### config.mk
export PLATFORM = sky130hd
export DESIGN_NAME = burst_prefetch_pipe
export DESIGN_NICKNAME = d
export VERILOG_FILES = /design/src/rtl/burst_prefetch_pkg.sv /design/src/rtl/bp_chan_mux.sv /design/src/rtl/bp_stage.sv /design/src/rtl/bp_burst_guard.sv /design/src/rtl/burst_prefetch_pipe.sv
export SDC_FILE = /design/constraint.sdc
export NUM_CORES = 1
export LEC_CHECK = 0
export CAP_MARGIN = 10
export CORE_MARGIN = 2
export CORE_UTILIZATION = 50
export CTS_CLUSTER_SIZE = 16
export DETAILED_ROUTE_END_ITERATION = 16
export PLACE_DENSITY = 0.86
export SLEW_MARGIN = 10
export SYNTH_ARGS = -nofsm -noshare
export SYNTH_HDL_FRONTEND = slang
export SYNTH_SLANG_ARGS = --single-unit
### constraint.sdc
create_clock -name clk -period 3.8 [get_ports clk]
set_input_delay 0.76 -clock clk [delete_from_list [all_inputs] [get_ports clk]]
set_output_delay 0.76 -clock clk [all_outputs]
set_load 0.1 [all_outputs]
### src/rtl/burst_prefetch_pkg.sv
package burst_prefetch_pkg;

   typedef enum logic [1:0] {
      BG_IDLE,
      BG_RUN,
      BG_DONE
   } burst_phase_e;

   function automatic int idx_width(input int n);
      return (n > 1) ? $clog2(n) : 1;
   endfunction

endpackage

### src/rtl/bp_chan_mux.sv
module bp_chan_mux #(
   parameter int NCH = 4,
   parameter int DW  = 32,
   parameter int CHW = 2
) (
   input  logic [CHW-1:0]    sel,
   input  logic [NCH*DW-1:0] fifo_data,
   input  logic [NCH-1:0]    fifo_empty,
   input  logic              pop,
   output logic [NCH-1:0]    fifo_rd,
   output logic              sel_empty,
   output logic [DW-1:0]     sel_data
);

   logic [NCH-1:0] hit;

   for (genvar c = 0; c < NCH; c++) begin : g_chan
      assign hit[c]     = (sel == CHW'(c));
      assign fifo_rd[c] = pop & hit[c];
   end

   always_comb begin
      sel_data = '0;
      for (int c = 0; c < NCH; c++) begin
         if (hit[c]) sel_data = sel_data | fifo_data[c*DW +: DW];
      end
   end

   // a select beyond NCH matches nothing and reads as empty
   assign sel_empty = ~|(hit & ~fifo_empty);

endmodule

### src/rtl/bp_stage.sv
module bp_stage #(
   parameter int DW = 32
) (
   input  logic          clk,
   input  logic          rst_n,
   input  logic          flush,
   input  logic          load,
   input  logic          unload,
   input  logic [DW-1:0] d,
   output logic          v,
   output logic [DW-1:0] q
);

   always_ff @(posedge clk or negedge rst_n) begin
      if (!rst_n) begin
         v <= 1'b0;
         q <= '0;
      end else if (flush) begin
         v <= 1'b0;
      end else if (load) begin
         v <= 1'b1;
         q <= d;
      end else if (unload) begin
         v <= 1'b0;
      end
   end

endmodule

### src/rtl/bp_burst_guard.sv
module bp_burst_guard
   import burst_prefetch_pkg::*;
#(
   parameter int MAX_BURST = 256
) (
   input  logic clk,
   input  logic rst_n,
   input  logic bus_sel,
   input  logic beat,
   input  logic last_n,
   output logic ok
);

   localparam int CW = $clog2(MAX_BURST + 1);

   burst_phase_e    phase;
   logic [CW-1:0]   clk_cnt;

   assign ok = bus_sel && (phase != BG_DONE) && (clk_cnt < CW'(MAX_BURST));

   always_ff @(posedge clk or negedge rst_n) begin
      if (!rst_n) begin
         phase   <= BG_IDLE;
         clk_cnt <= '0;
      end else if (!bus_sel) begin
         phase   <= BG_IDLE;
         clk_cnt <= '0;
      end else if (beat && !last_n) begin
         phase   <= BG_DONE;
      end else if (phase != BG_DONE) begin
         phase   <= BG_RUN;
         if (clk_cnt < CW'(MAX_BURST)) clk_cnt <= clk_cnt + 1'b1;
      end
   end

endmodule

### src/rtl/burst_prefetch_pipe.sv
module burst_prefetch_pipe
   import burst_prefetch_pkg::*;
#(
   parameter int NCH       = 4,
   parameter int DW        = 32,
   parameter int NSTAGE    = 3,
   parameter int MAX_BURST = 256,
   localparam int CHW      = idx_width(NCH)
) (
   input  logic              clk,
   input  logic              rst_n,
   input  logic              cfg_en,
   input  logic [CHW-1:0]    cfg_chan,
   input  logic [NCH-1:0]    fifo_empty,
   input  logic [NCH*DW-1:0] fifo_data,
   output logic [NCH-1:0]    fifo_rd,
   input  logic              bus_sel,
   input  logic              blast_n,
   output logic              rd_ready,
   output logic [DW-1:0]     rd_data
);

   if (NSTAGE < 2) begin : g_bad_depth
      $error("burst_prefetch_pipe: NSTAGE must be at least 2");
   end
   if (NCH < 1 || DW < 1) begin : g_bad_width
      $error("burst_prefetch_pipe: NCH and DW must be positive");
   end
   if (MAX_BURST < 1) begin : g_bad_limit
      $error("burst_prefetch_pipe: MAX_BURST must be positive");
   end

   logic [CHW-1:0]  chan_q;
   logic            engine_on;
   logic            flush;
   logic            sel_empty;
   logic [DW-1:0]   sel_data;
   logic            src_ok;
   logic            beat;
   logic            guard_ok;
   logic [NSTAGE-1:0] st_v;
   logic [NSTAGE-1:0] src_v;
   logic [NSTAGE:0]   mv;
   logic [DW-1:0]     st_q [NSTAGE];
   logic [DW-1:0]     st_d [NSTAGE];

   assign flush = !cfg_en || (cfg_chan != chan_q);

   always_ff @(posedge clk or negedge rst_n) begin
      if (!rst_n) begin
         chan_q    <= '0;
         engine_on <= 1'b0;
      end else begin
         chan_q <= cfg_chan;
         if (flush)        engine_on <= 1'b0;
         else if (bus_sel) engine_on <= 1'b1;
      end
   end

   bp_chan_mux #(.NCH(NCH), .DW(DW), .CHW(CHW)) u_mux (
      .sel        (chan_q),
      .fifo_data  (fifo_data),
      .fifo_empty (fifo_empty),
      .pop        (mv[0]),
      .fifo_rd    (fifo_rd),
      .sel_empty  (sel_empty),
      .sel_data   (sel_data)
   );

   assign src_ok = engine_on && !sel_empty && !flush;
   assign src_v  = {st_v[NSTAGE-2:0], src_ok};

   // a word enters stage i when its source holds one and stage i is free or emptying
   always_comb begin
      mv[NSTAGE] = beat;
      for (int i = NSTAGE - 1; i >= 0; i--) begin
         mv[i] = src_v[i] && (!st_v[i] || mv[i+1]);
      end
   end

   for (genvar i = 0; i < NSTAGE; i++) begin : g_stage
      if (i == 0) begin : g_head
         assign st_d[i] = sel_data;
      end else begin : g_body
         assign st_d[i] = st_q[i-1];
      end
      bp_stage #(.DW(DW)) u_stage (
         .clk    (clk),
         .rst_n  (rst_n),
         .flush  (flush),
         .load   (mv[i]),
         .unload (mv[i+1]),
         .d      (st_d[i]),
         .v      (st_v[i]),
         .q      (st_q[i])
      );
   end

   bp_burst_guard #(.MAX_BURST(MAX_BURST)) u_guard (
      .clk     (clk),
      .rst_n   (rst_n),
      .bus_sel (bus_sel),
      .beat    (beat),
      .last_n  (blast_n),
      .ok      (guard_ok)
   );

   assign rd_ready = bus_sel && st_v[NSTAGE-1] && !flush && guard_ok;
   assign beat     = rd_ready;
   assign rd_data  = st_q[NSTAGE-1];

endmodule

==> summary.md, run 1 <==
| Metric | Value |
|---|---|
| Result of the run | `finished, final reports clean` |
| Final worst-path cycle share | `89.72%` |
| Most frequent cells in the layout | `clkdlybuf4s50_1, dfrtp_1, mux2_2` |
| Switching power share of the total | `21.04%` |
| Ratio of cells with drive above 1 in the final layout | `34.08%` |
| Tightest hold margin | `0.2936 ns` |
| Average footprint of a synthesized cell | `15.56 um2` |
| Crit-path max cell delay | `0.76 ns` |
| Capture instance of the worst register-to-register path | `g_stage[0].u_stage.q[16]` |
| Overall power consumption | `3227 uW` |
| Total CTS buffers | `17` |
| Count of different cell masters after synthesis | `35` |
| Leading cell type in the layout, fill and taps excluded | `clkdlybuf4s50_1` |
| Finish-stage setup viols | `0` |
| Number of fillers in the final layout | `634` |
| Total of buffers placed on input and output ports | `175` |
| Slew @ Worst Pin | `1.023 ns` |
| Clk slew on worst S/H paths | `0.06 ns` |
| Slowest cell on crit path | `dfrtp_2` |
| Vias per cell | `5.515` |
| Clock insertion delay at the later pin of the skew report | `0.50 ns` |
| Number of instances in the synthesized netlist | `338` |
| Number of warnings reported in the yosys synthesis log | `0` |
| Reg2Reg Launch Point | `chan_q[1]` |
| Post-detailed-route DRC marker count | `0` |
| Number of vias after detailed routing | `3695` |
| Number of maximum-capacitance constraint violations | `0` |
| Post-CTS setup buffer count | `0` |
| Internal Power | `2548 uW` |
| Setup slack on the worst flop-to-flop path | `1.09 ns` |
| Final slew viol count | `0` |
| Post-route setup TNS | `0 ns` |
| Total nets after synthesis | `478` |
| Crit. End Element | `output pin` |
| Row count | `37` |
| Number of antenna repair diodes | `0` |
| Critical setup path kind | `flip-flop to output pin` |
| Share of synthesized flip-flops with an asynchronous set or reset | `100.0%` |
| Endpoint arrival time on the critical path | `2.65 ns` |
| Maximum number of pins on one net before global-route repair | `62` |
| Highest fanout seen on the critical path | `23` |
| Number of cells upsized or downsized after cts | `0` |
| DRC violation total after the first TritonRoute iteration | `139` |
| Antenna violations before repair | `0` |
| Initial Utilization | `51.17%` |
| Nets | `661` |
| Die width | `106.6 um` |
| Largest delay contributor family on the critical path | `flip-flops` |
| Area taken by flip-flops and latches | `2830 um2` |
| Share of the yosys chip area belonging to registers | `53.77%` |
| Hold violation count in the final report | `0` |
| Setup repair after global routing missed its margin | `no` |
| Detail Route Antenna Nets | `0` |
| Worst Path Buf+Inv | `1` |
| Most used DFF post-synth | `dfrtp_1` |
| Number of global-route vias before repair | `3980` |
| Number of flip-flops and latches in the synthesized netlist | `113` |
| Die outline area | `11350 um2` |
| Avg WL per Cell | `18.74 um` |
| Post-layout minimum cycle time | `3.410 ns` |
| PwrDens | `412.5 nW/um2` |
| Placed wire-length estimate after detailed placement | `8.918 mm` |
| Setup Skew | `0.01396 ns` |
| Die outline height | `106.6 um` |
| Headroom to the max-slew limit | `31.56%` |
| Final Wtd Congestion | `0.8501` |
| P_leak | `0.003452 uW` |
| Detailed-routing iteration count for the pre-antenna-repair pass | `4` |
| Clock tree from TritonCTS | `built` |
| Buffers from clock root to sink, at most | `2` |
| Core area | `10280 um2` |
| Clock power frac | `49.3%` |
| Total gr overflow | `0` |
| Overall routing resource usage | `23.27%` |
| Share of power burned in combinational logic | `10.3%` |
| Ports | `176` |
| CP Launch Type | `flip-flop` |
| Final wirelength | `12.55 mm` |
| Total clock sinks | `113` |
| Critical path, cell by cell | `mux2_2 > a2bb2oi_1 > a211oi_4 > nor3b_4 > buf_12` |
| Tightest Hold Check Type | `input port to async pin` |
| Switching power of the nets | `679.1 uW` |
| Max Clock Freq | `293.3 MHz` |
| Power share of the sequential group | `40.4%` |
| CTS Hold Buffers Added | `0` |
| Maximum vdd ir drop | `0.2863 mV` |
| H-tree levels | `4` |
| Area used by multi-input combinational logic | `2326 um2` |
| Number of flops mapped to enable cells by yosys | `0` |
| Worst Path Required | `3.04 ns` |
| Area growth, synth to finish | `48.77%` |
| Count of cells along the worst register-to-register path | `5` |
| Summed instance area of the synthesized netlist | `5259 um2` |
| Global-route wire length before repair | `20.28 mm` |
| Cell at the root of the clock tree | `clkbuf_8` |
==> final cells by class <==
cell class / count / area share, %
clock buffers: 20 / 5.821
clock inverters: 12 / 1.983
inverters: 2 / 0.09595
multi-input cells: 203 / 29.73
flip-flops and latches: 113 / 36.17
well taps: 136 / 2.175
repair buffers: 184 / 24.02
==> worst max-delay path by stage <==
| stage | start | to | slack [ns] | cells after the start |
|---|---|---|---|---|
| final | chan_q[1] | fifo_rd[0] | 0.39 | 5 |
| after global routing | chan_q[1] | fifo_rd[0] | 0.28 | 5 |
| after CTS | chan_q[1] | fifo_rd[0] | 0.34 | 5 |
| after detailed placement | fifo_empty[3] | fifo_rd[0] | 0.54 | 6 |
| after global placement | fifo_empty[3] | fifo_rd[0] | 0.57 | 6 |
| after floorplan | cfg_chan[1] | rd_ready | 0.07 | 3 |
==> sequential cells by signal, indices dropped and copies added, names as in the netlist <==
| register | count |
|---|---|
| g_stage.u_stage.q | 96 |
| u_guard.clk_cnt | 9 |
| g_stage.u_stage.v | 3 |
| chan_q | 2 |
| u_guard.phase | 2 |
| engine_on | 1 |
==> stage by stage <==
step | cell area (um2) | cells | util [%] | worst slack (ns)
floorplan | 5276 | 338 | - | 0.07362
global placement | 7213 | 638 | 70.19 | 0.5733
global route | 7824 | 670 | 76.13 | 0.2803
detailed placement | 7213 | 638 | 70.19 | 0.5406
finish | 7824 | 670 | 76.13 | 0.3905
CTS | 7824 | 670 | 76.13 | 0.3438
==> layer usage <==
metal / vias to the layer above / track usage (%) / part of all wire, %
met1: 1872 / 28.35 / 39
met3: 14 / 7.357 / 8.6
li1: 1645 / - / -
met5: - / 0 / 0
met2: 164 / 39.79 / 51
met4: 0 / 7.050 / 1.2
==> cells in the mapped netlist, types with 5 or more instances <==
| master | count | area, um2 |
|---|---|---|
| mux4_2 | 32 | 720.7 |
| dfrtp_1 | 113 | 2828 |
| buf_4 | 7 | 52.55 |
| clkbuf_1 | 7 | 26.28 |
| nor2_1 | 8 | 30.03 |
| nand3_1 | 7 | 35.03 |
| mux2_2 | 95 | 1070 |
| a21oi_1 | 7 | 35.03 |
| nand2_1 | 9 | 33.78 |
| mux2i_1 | 5 | 50.05 |
| nand2b_1 | 6 | 37.54 |
==> worst reg2reg max path: cells and delay by family, from the launching register on <==
| kind | cells | cell delay (ns) |
|---|---|---|
| buffers and inverters | 1 | 0.49 |
| AOI/OAI and AO/OA | 2 | 0.50 |
| muxes | 2 | 0.84 |
| DFF | 1 | 0.76 |
==> logic make-up (layout without fill, tap and decap cells) <==
kind of cell / count (synthesis) / in the layout / share of synthesized area, %
multiplexers: 134 / 134 / 35.43
flip-flops: 113 / 113 / 53.77
AND/OR/NAND/NOR: 51 / 51 / 5.639
buffers and inverters: 22 / 218 / 2.570
AO/OA/AOI/OAI: 15 / 15 / 2.022
XOR/XNOR: 2 / 2 / 0.3332
adder cells (fa/ha/maj): 1 / 1 / 0.2379
==> power groups by stage <==
| stage | logic, uW | registers (uW) | clock network (uW) |
|---|---|---|---|
| after floorplan | 145 | 1310 | 0 |
| after global placement | 324 | 1320 | 0 |
| after detailed placement | 336 | 1320 | 0 |
| after CTS | 339 | 1300 | 1610 |
| after global routing | 360 | 1310 | 1670 |
| final | 333 | 1300 | 1590 |
Power figures use the tool's default switching activity.
==> inputs of run 2 (changes only) <==
--- a/config.mk
+++ b/config.mk
@@ -10,7 +10,7 @@
 export CORE_UTILIZATION = 50
 export CTS_CLUSTER_SIZE = 16
 export DETAILED_ROUTE_END_ITERATION = 16
-export PLACE_DENSITY = 0.86
+export PLACE_DENSITY = 0.89
 export SLEW_MARGIN = 10
 export SYNTH_ARGS = -nofsm -noshare
 export SYNTH_HDL_FRONTEND = slang
==> run 2 against run 1 <==
Against the previous run:
- fmax fell by 0.32%
- critical endpoint unchanged
- power rose by 2.0%
- sequential power barely moved
==> summary.md, run 2 (same netlist as run 1, synthesis figures left out) <==
| Metric | Value |
|---|---|
| Buffers from clock root to sink, at most | `2 (unchanged)` |
| Clk slew on worst S/H paths | `0.06 ns (about the same)` |
| Final worst-path cycle share | `90.02% (+0.29 points)` |
| Switching power share of the total | `20.58% (-0.46 points)` |
| Internal Power | `2615 uW (+2.6%)` |
| Final cell count without fillers | `670 (unchanged)` |
| Overall routing resource usage | `23.94% (+0.68 points)` |
| Crit. End Element | `output pin` |
| Vias per cell | `5.396 (-2.2%)` |
| Critical path origin | `chan_q[1]` |
| P_leak | `0.003458 uW (+0.16%)` |
| PwrDens | `420.2 nW/um2 (+1.9%)` |
| Number of fillers in the final layout | `635 (+0.16%)` |
| Core area | `10280 um2 (unchanged)` |
| Die outline area | `11350 um2 (unchanged)` |
| Antenna violations before repair | `0 (unchanged)` |
| Slew @ Worst Pin | `1.029 ns (+0.005562 ns)` |
| Avg WL per Cell | `18.89 um (+0.84%)` |
| Top flop regs | `g_stage.u_stage.q: 96 flops, u_guard.clk_cnt: 9 flops, g_stage.u_stage.v: 3 flops` |
| Worst Path Required | `3.04 ns (about the same)` |
| Detail Route Antenna Nets | `0 (unchanged)` |
| Placed wire-length estimate after detailed placement | `8.924 mm (about the same)` |
| Headroom to the max-slew limit | `31.19% (-0.37 points)` |
| Highest fanout seen on the critical path | `23 (unchanged)` |
| Result of the run | `finished, final reports clean` |
| Number of cells upsized or downsized after cts | `0 (unchanged)` |
| CTS Hold Buffers Added | `0 (unchanged)` |
| Die outline height | `106.6 um (unchanged)` |
| Ratio of cells with drive above 1 in the final layout | `34.08% (unchanged)` |
| Maximum number of pins on one net before global-route repair | `82 (+32%)` |
| Post-detailed-route DRC marker count | `0 (unchanged)` |
| Max Clock Freq | `292.3 MHz (-0.32%)` |
| Final Wtd Congestion | `0.8393 (-1.3%)` |
| Detailed-routing iteration count for the pre-antenna-repair pass | `4 (unchanged)` |
| Power share of the sequential group | `39.8% (-0.6 points)` |
| Total CTS buffers | `17 (unchanged)` |
| Nets | `661 (unchanged)` |
| Die width | `106.6 um (unchanged)` |
| Endpoint arrival time on the critical path | `2.66 ns (about the same)` |
| Number of vias after detailed routing | `3615 (-2.2%)` |
| Setup Skew | `0.01160 ns (-0.002358 ns)` |
| Global-route wire length before repair | `20.93 mm (+3.2%)` |
| Ports | `176 (unchanged)` |
| CP Launch Type | `flip-flop` |
| Total clock sinks | `113 (unchanged)` |
| Number of maximum-capacitance constraint violations | `0 (unchanged)` |
| Number of antenna repair diodes | `0 (unchanged)` |
| Clock insertion delay at the later pin of the skew report | `0.49 ns (about the same)` |
| Area growth, synth to finish | `49.01%` |
| Final wirelength | `12.66 mm (+0.84%)` |
| Placed Cells | `638 (unchanged)` |
| Initial Utilization | `51.17% (unchanged)` |
| DRC violation total after the first TritonRoute iteration | `119 (-14%)` |
| Leading cell type in the layout, fill and taps excluded | `clkdlybuf4s50_1` |
| Largest register by flop count | `g_stage.u_stage.q` |
| Row count | `37 (unchanged)` |
| Cell at the root of the clock tree | `clkbuf_8` |
| Most frequent cells in the layout | `clkdlybuf4s50_1, dfrtp_1, mux2_2` |
| Setup repair after global routing missed its margin | `no` |
| Critical setup path kind | `flip-flop to output pin` |
| Maximum vdd ir drop | `0.2717 mV (-5.1%)` |
| Number of global-route vias before repair | `4196 (+5.4%)` |
| Reg2Reg Launch Point | `chan_q[1]` |
| Switching power of the nets | `677.7 uW (-0.20%)` |
| Total gr overflow | `0 (unchanged)` |
| Clock power frac | `50.2% (+0.9 points)` |
| Number of flip-flops in the largest register | `96 (unchanged)` |
| Total of buffers placed on input and output ports | `175 (unchanged)` |
| Tightest Hold Check Type | `input port to async pin` |
| Area taken by flip-flops and latches | `2830 um2 (unchanged)` |
| Post-CTS setup buffer count | `0 (unchanged)` |
| Area used by multi-input combinational logic | `2326 um2 (unchanged)` |
| Finish-stage setup viols | `0 (unchanged)` |
| Clock tree from TritonCTS | `built` |
| Post-layout minimum cycle time | `3.421 ns (+0.01107 ns)` |
| H-tree levels | `4 (unchanged)` |
| Post-route setup TNS | `0 ns (unchanged)` |
| Final slew viol count | `0 (unchanged)` |
| Share of power burned in combinational logic | `10.0% (-0.3 points)` |
| Hold violation count in the final report | `0 (unchanged)` |
## run 2: cell count changes in the layout (fill, tap and decap cells not counted), sizes merged
| cell | previous run | this run |
|---|---|---|
| bufinv | 3 | 4 |
| clkinv | 3 | 2 |
## run 2: layer usage
layer	up-vias	wire (um)	GRT usage, %
li1	1637	-	-
met1	1838	5006	28.48
met2	126	6709	42.45
met3	14	823	7.787
met4	0	120	5.473
met5	-	0	0
## run 2: final timing paths
check                      depth (start not counted)                        to  slack, ns
max                                                5                fifo_rd[0]       0.38
max in group asynchronous                          2   g_stage[0].u_stage.q[2]       2.53
min                                                1  g_stage[2].u_stage.q[19]       0.44
min in group clk                                   1  g_stage[0].u_stage.q[25]       0.49
min reg2reg                                        1  g_stage[0].u_stage.q[25]       0.49
max reg2reg                                        5   g_stage[0].u_stage.q[9]       1.09
## run 2: final cells by class
type / instances / area share [%]
Inverter: 2 / 0.09580
Clock buffer: 20 / 5.812
Multi-Input combinational cell: 203 / 29.68
Clock inverter: 12 / 2.299
Sequential cell: 113 / 36.12
Tap cell: 136 / 2.171
Timing Repair Buffer: 184 / 23.82
## run 2: metrics by stage
stage | setup WS (ns) | util (%) | area (um2) | power, uW | hold slack, ns
after global placement | 0.5814 | 70.06 | 7201 | 1639 | 0.4662
after floorplan | 0.07362 | - | 5276 | 1451 | 0.4522
after global routing | 0.2468 | 76.25 | 7836 | 3415 | 0.5070
after CTS | 0.3564 | 76.25 | 7836 | 3327 | 0.4687
after detailed placement | 0.5236 | 70.06 | 7201 | 1658 | 0.4751
final | 0.3794 | 76.25 | 7836 | 3293 | 0.4399
## run 2: critical path, stage by stage (launching register included)
cell	delay (ns)
dfrtp_2	0.76
mux2_2	0.40
a2bb2oi_1	0.17
a211oi_4	0.34
nor3b_4	0.28
buf_12	0.20
## run 2: power by group through the flow
stage	Combinational (uW)	Clock [uW]	Sequential, uW
after floorplan	145	0	1310
after global placement	317	0	1320
after detailed placement	329	0	1330
after CTS	334	1680	1310
after global routing	354	1740	1320
final	329	1650	1310
==> inputs of run 3 (changes only) <==
--- a/config.mk
+++ b/config.mk
@@ -11,7 +11,7 @@
 export CTS_CLUSTER_SIZE = 16
 export DETAILED_ROUTE_END_ITERATION = 16
 export PLACE_DENSITY = 0.89
-export SLEW_MARGIN = 10
+export SLEW_MARGIN = 20
 export SYNTH_ARGS = -nofsm -noshare
 export SYNTH_HDL_FRONTEND = slang
 export SYNTH_SLANG_ARGS = --single-unit
==> run 3 against run 2 <==
Against the previous run:
- hold slack lost 0.14 ns
- via count up 0.97%
- die area unchanged
- largest power group unchanged
==> summary.md, run 3 (same netlist as run 1, synthesis figures left out) <==
| Metric | Value |
|---|---|
| Clock insertion delay at the later pin of the skew report | `0.49 ns (about the same)` |
| Worst Path Required | `3.04 ns (about the same)` |
| Placed wire-length estimate after detailed placement | `8.924 mm (unchanged)` |
| CP Launch Type | `flip-flop` |
| CTS Hold Buffers Added | `0 (unchanged)` |
| Layer with the highest usage after global routing | `met2` |
| Buffers from clock root to sink, at most | `2 (unchanged)` |
| Number of global-route vias before repair | `4196 (unchanged)` |
| Placed Cells | `638 (unchanged)` |
| Largest register by flop count | `g_stage.u_stage.q` |
| Global Route met1 Usage | `28.48% (unchanged)` |
| Overall routing resource usage | `23.94% (unchanged)` |
| Post-detailed-route DRC marker count | `0 (unchanged)` |
| Number of fillers in the final layout | `634 (-0.16%)` |
| Number of vias after detailed routing | `3650 (+0.97%)` |
| Cell at the root of the clock tree | `clkbuf_8` |
| Crit. End Element | `output pin` |
| Core area | `10280 um2 (unchanged)` |
| Final Wtd Congestion | `0.8393 (unchanged)` |
| Die width | `106.6 um (unchanged)` |
| Initial Utilization | `51.17% (unchanged)` |
| Final slew viol count | `0 (unchanged)` |
| Post-route setup TNS | `0 ns (unchanged)` |
| Clk slew on worst S/H paths | `0.06 ns (about the same)` |
| Total clock sinks | `113 (unchanged)` |
| Avg WL per Cell | `18.89 um (about the same)` |
| Max Clock Freq | `292.1 MHz (about the same)` |
| Post-CTS setup buffer count | `0 (unchanged)` |
| Critical setup path kind | `flip-flop to output pin` |
| Fin area | `7840 um2 (about the same)` |
| Final wirelength | `12.65 mm (about the same)` |
| Crit-path max cell delay | `0.76 ns (about the same)` |
| Row count | `37 (unchanged)` |
| Maximum vdd ir drop | `0.2720 mV (about the same)` |
| PwrDens | `420.0 nW/um2 (about the same)` |
| Tightest Hold Check Type | `input port to async pin` |
| Highest fanout seen on the critical path | `23 (unchanged)` |
| H-tree levels | `4 (unchanged)` |
| Slew @ Worst Pin | `1.030 ns (+0.0007360 ns)` |
| Setup repair after global routing missed its margin | `no` |
| Number of maximum-capacitance constraint violations | `0 (unchanged)` |
| Total CTS buffers | `17 (unchanged)` |
| Global-route wire length before repair | `20.93 mm (unchanged)` |
| Final worst-path cycle share | `90.09% (about the same)` |
| Post-layout minimum cycle time | `3.424 ns (+0.002937 ns)` |
| Detail Route Antenna Nets | `0 (unchanged)` |
| Critical path, cell by cell | `mux2_2 > a2bb2oi_1 > a211oi_4 > nor3b_4 > buf_12` |
| Finish-stage setup viols | `0 (unchanged)` |
| Nets | `661 (unchanged)` |
| Most frequent cells in the layout | `clkdlybuf4s50_1, dfrtp_1, mux2_2` |
| Area growth, synth to finish | `49.08% (about the same)` |
| Die outline height | `106.6 um (unchanged)` |
| Antenna violations before repair | `0 (unchanged)` |
| P_leak | `0.003459 uW (about the same)` |
| Leading cell type in the layout, fill and taps excluded | `clkdlybuf4s50_1` |
| Setup Skew | `0.01149 ns (-0.0001097 ns)` |
| Total gr overflow | `0 (unchanged)` |
| Ports | `176 (unchanged)` |
| Top flop regs | `g_stage.u_stage.q: 96 flops, u_guard.clk_cnt: 9 flops, g_stage.u_stage.v: 3 flops` |
| Number of flip-flops in the largest register | `96 (unchanged)` |
| Detailed-routing iteration count for the pre-antenna-repair pass | `4 (unchanged)` |
| Number of cells upsized or downsized after cts | `0 (unchanged)` |
| Endpoint arrival time on the critical path | `2.66 ns (about the same)` |
| Vias per cell | `5.448 (+0.97%)` |
| Result of the run | `finished, final reports clean` |
| Total of buffers placed on input and output ports | `175 (unchanged)` |
| Ratio of cells with drive above 1 in the final layout | `34.08% (unchanged)` |
| Number of antenna repair diodes | `0 (unchanged)` |
| Slowest cell on crit path | `dfrtp_2` |
| Die outline area | `11350 um2 (unchanged)` |
| Hold violation count in the final report | `0 (unchanged)` |
| DRC violation total after the first TritonRoute iteration | `128 (+7.6%)` |
| Headroom to the max-slew limit | `31.14% (-0.049 points)` |
| Met3 track utilization from global routing | `7.787% (unchanged)` |
| Final cell count without fillers | `670 (unchanged)` |
| M2 GR Usage | `42.45% (unchanged)` |
| Maximum number of pins on one net before global-route repair | `82 (unchanged)` |
| Area post-placement | `7201 um2 (unchanged)` |
| Clock tree from TritonCTS | `built` |
-- run 3: final timing paths --
| check | startpoint | end | slack (ns) | depth (start not counted) |
|---|---|---|---|---|
| setup / recovery | chan_q[1] | fifo_rd[0] | 0.38 | 5 |
| max in group asynchronous | rst_n | g_stage[0].u_stage.q[2] | 2.76 | 2 |
| setup reg to reg | chan_q[1] | g_stage[0].u_stage.q[9] | 1.08 | 5 |
| hold reg to reg | g_stage[0].u_stage.q[25] | g_stage[0].u_stage.q[25] | 0.49 | 1 |
| hold / removal | rst_n | g_stage[2].u_stage.q[19] | 0.30 | 1 |
| min in group clk | g_stage[0].u_stage.q[25] | g_stage[0].u_stage.q[25] | 0.49 | 1 |
-- run 3: critical path, delay by kind of cell (launching register included) --
family          cells  cell delay (ns)
buf+inv             1             0.20
flops               1             0.76
mux                 1             0.40
compound gates      2             0.51
simple gates        1             0.28
-- run 3: metal layers --
layer / share of wire [%] / up-vias
li1: - / 1638
met1: 39 / 1859
met2: 53 / 137
met3: 6.7 / 16
met4: 1.1 / 0
met5: 0 / -
-- run 3: final cells by class --
type / instances / area (um2) / share of cell area (%)
Inverter: 2 / 7.507 / 0.09575
Timing Repair Buffer: 184 / 1871 / 23.86
Clock buffer: 20 / 455.4 / 5.809
Sequential cell: 113 / 2830 / 36.10
Tap cell: 136 / 170.2 / 2.170
Multi-Input combinational cell: 203 / 2326 / 29.67
Clock inverter: 12 / 180.2 / 2.298
-- run 3: report_power, final --
| part | leakage (uW) | internal, uW | switching (uW) |
|---|---|---|---|
| logic | 0.00161 | 231 | 98.2 |
| registers | 0.00155 | 1270 | 43.5 |
| clock network | 0.000296 | 1120 | 536 |
| total | 0.00346 | 2620 | 678 |
-- run 3: stage by stage --
step / utilization (%) / hold WS, ns / power (uW) / worst slack, ns
global placement: 70.06 / 0.4662 / 1639 / 0.5814
finish: 76.28 / 0.3043 / 3293 / 0.3765
detailed placement: 70.06 / 0.4751 / 1658 / 0.5236
global route: 76.28 / 0.3488 / 3416 / 0.2468
floorplan: - / 0.4522 / 1451 / 0.07362
CTS: 76.25 / 0.4687 / 3327 / 0.3564
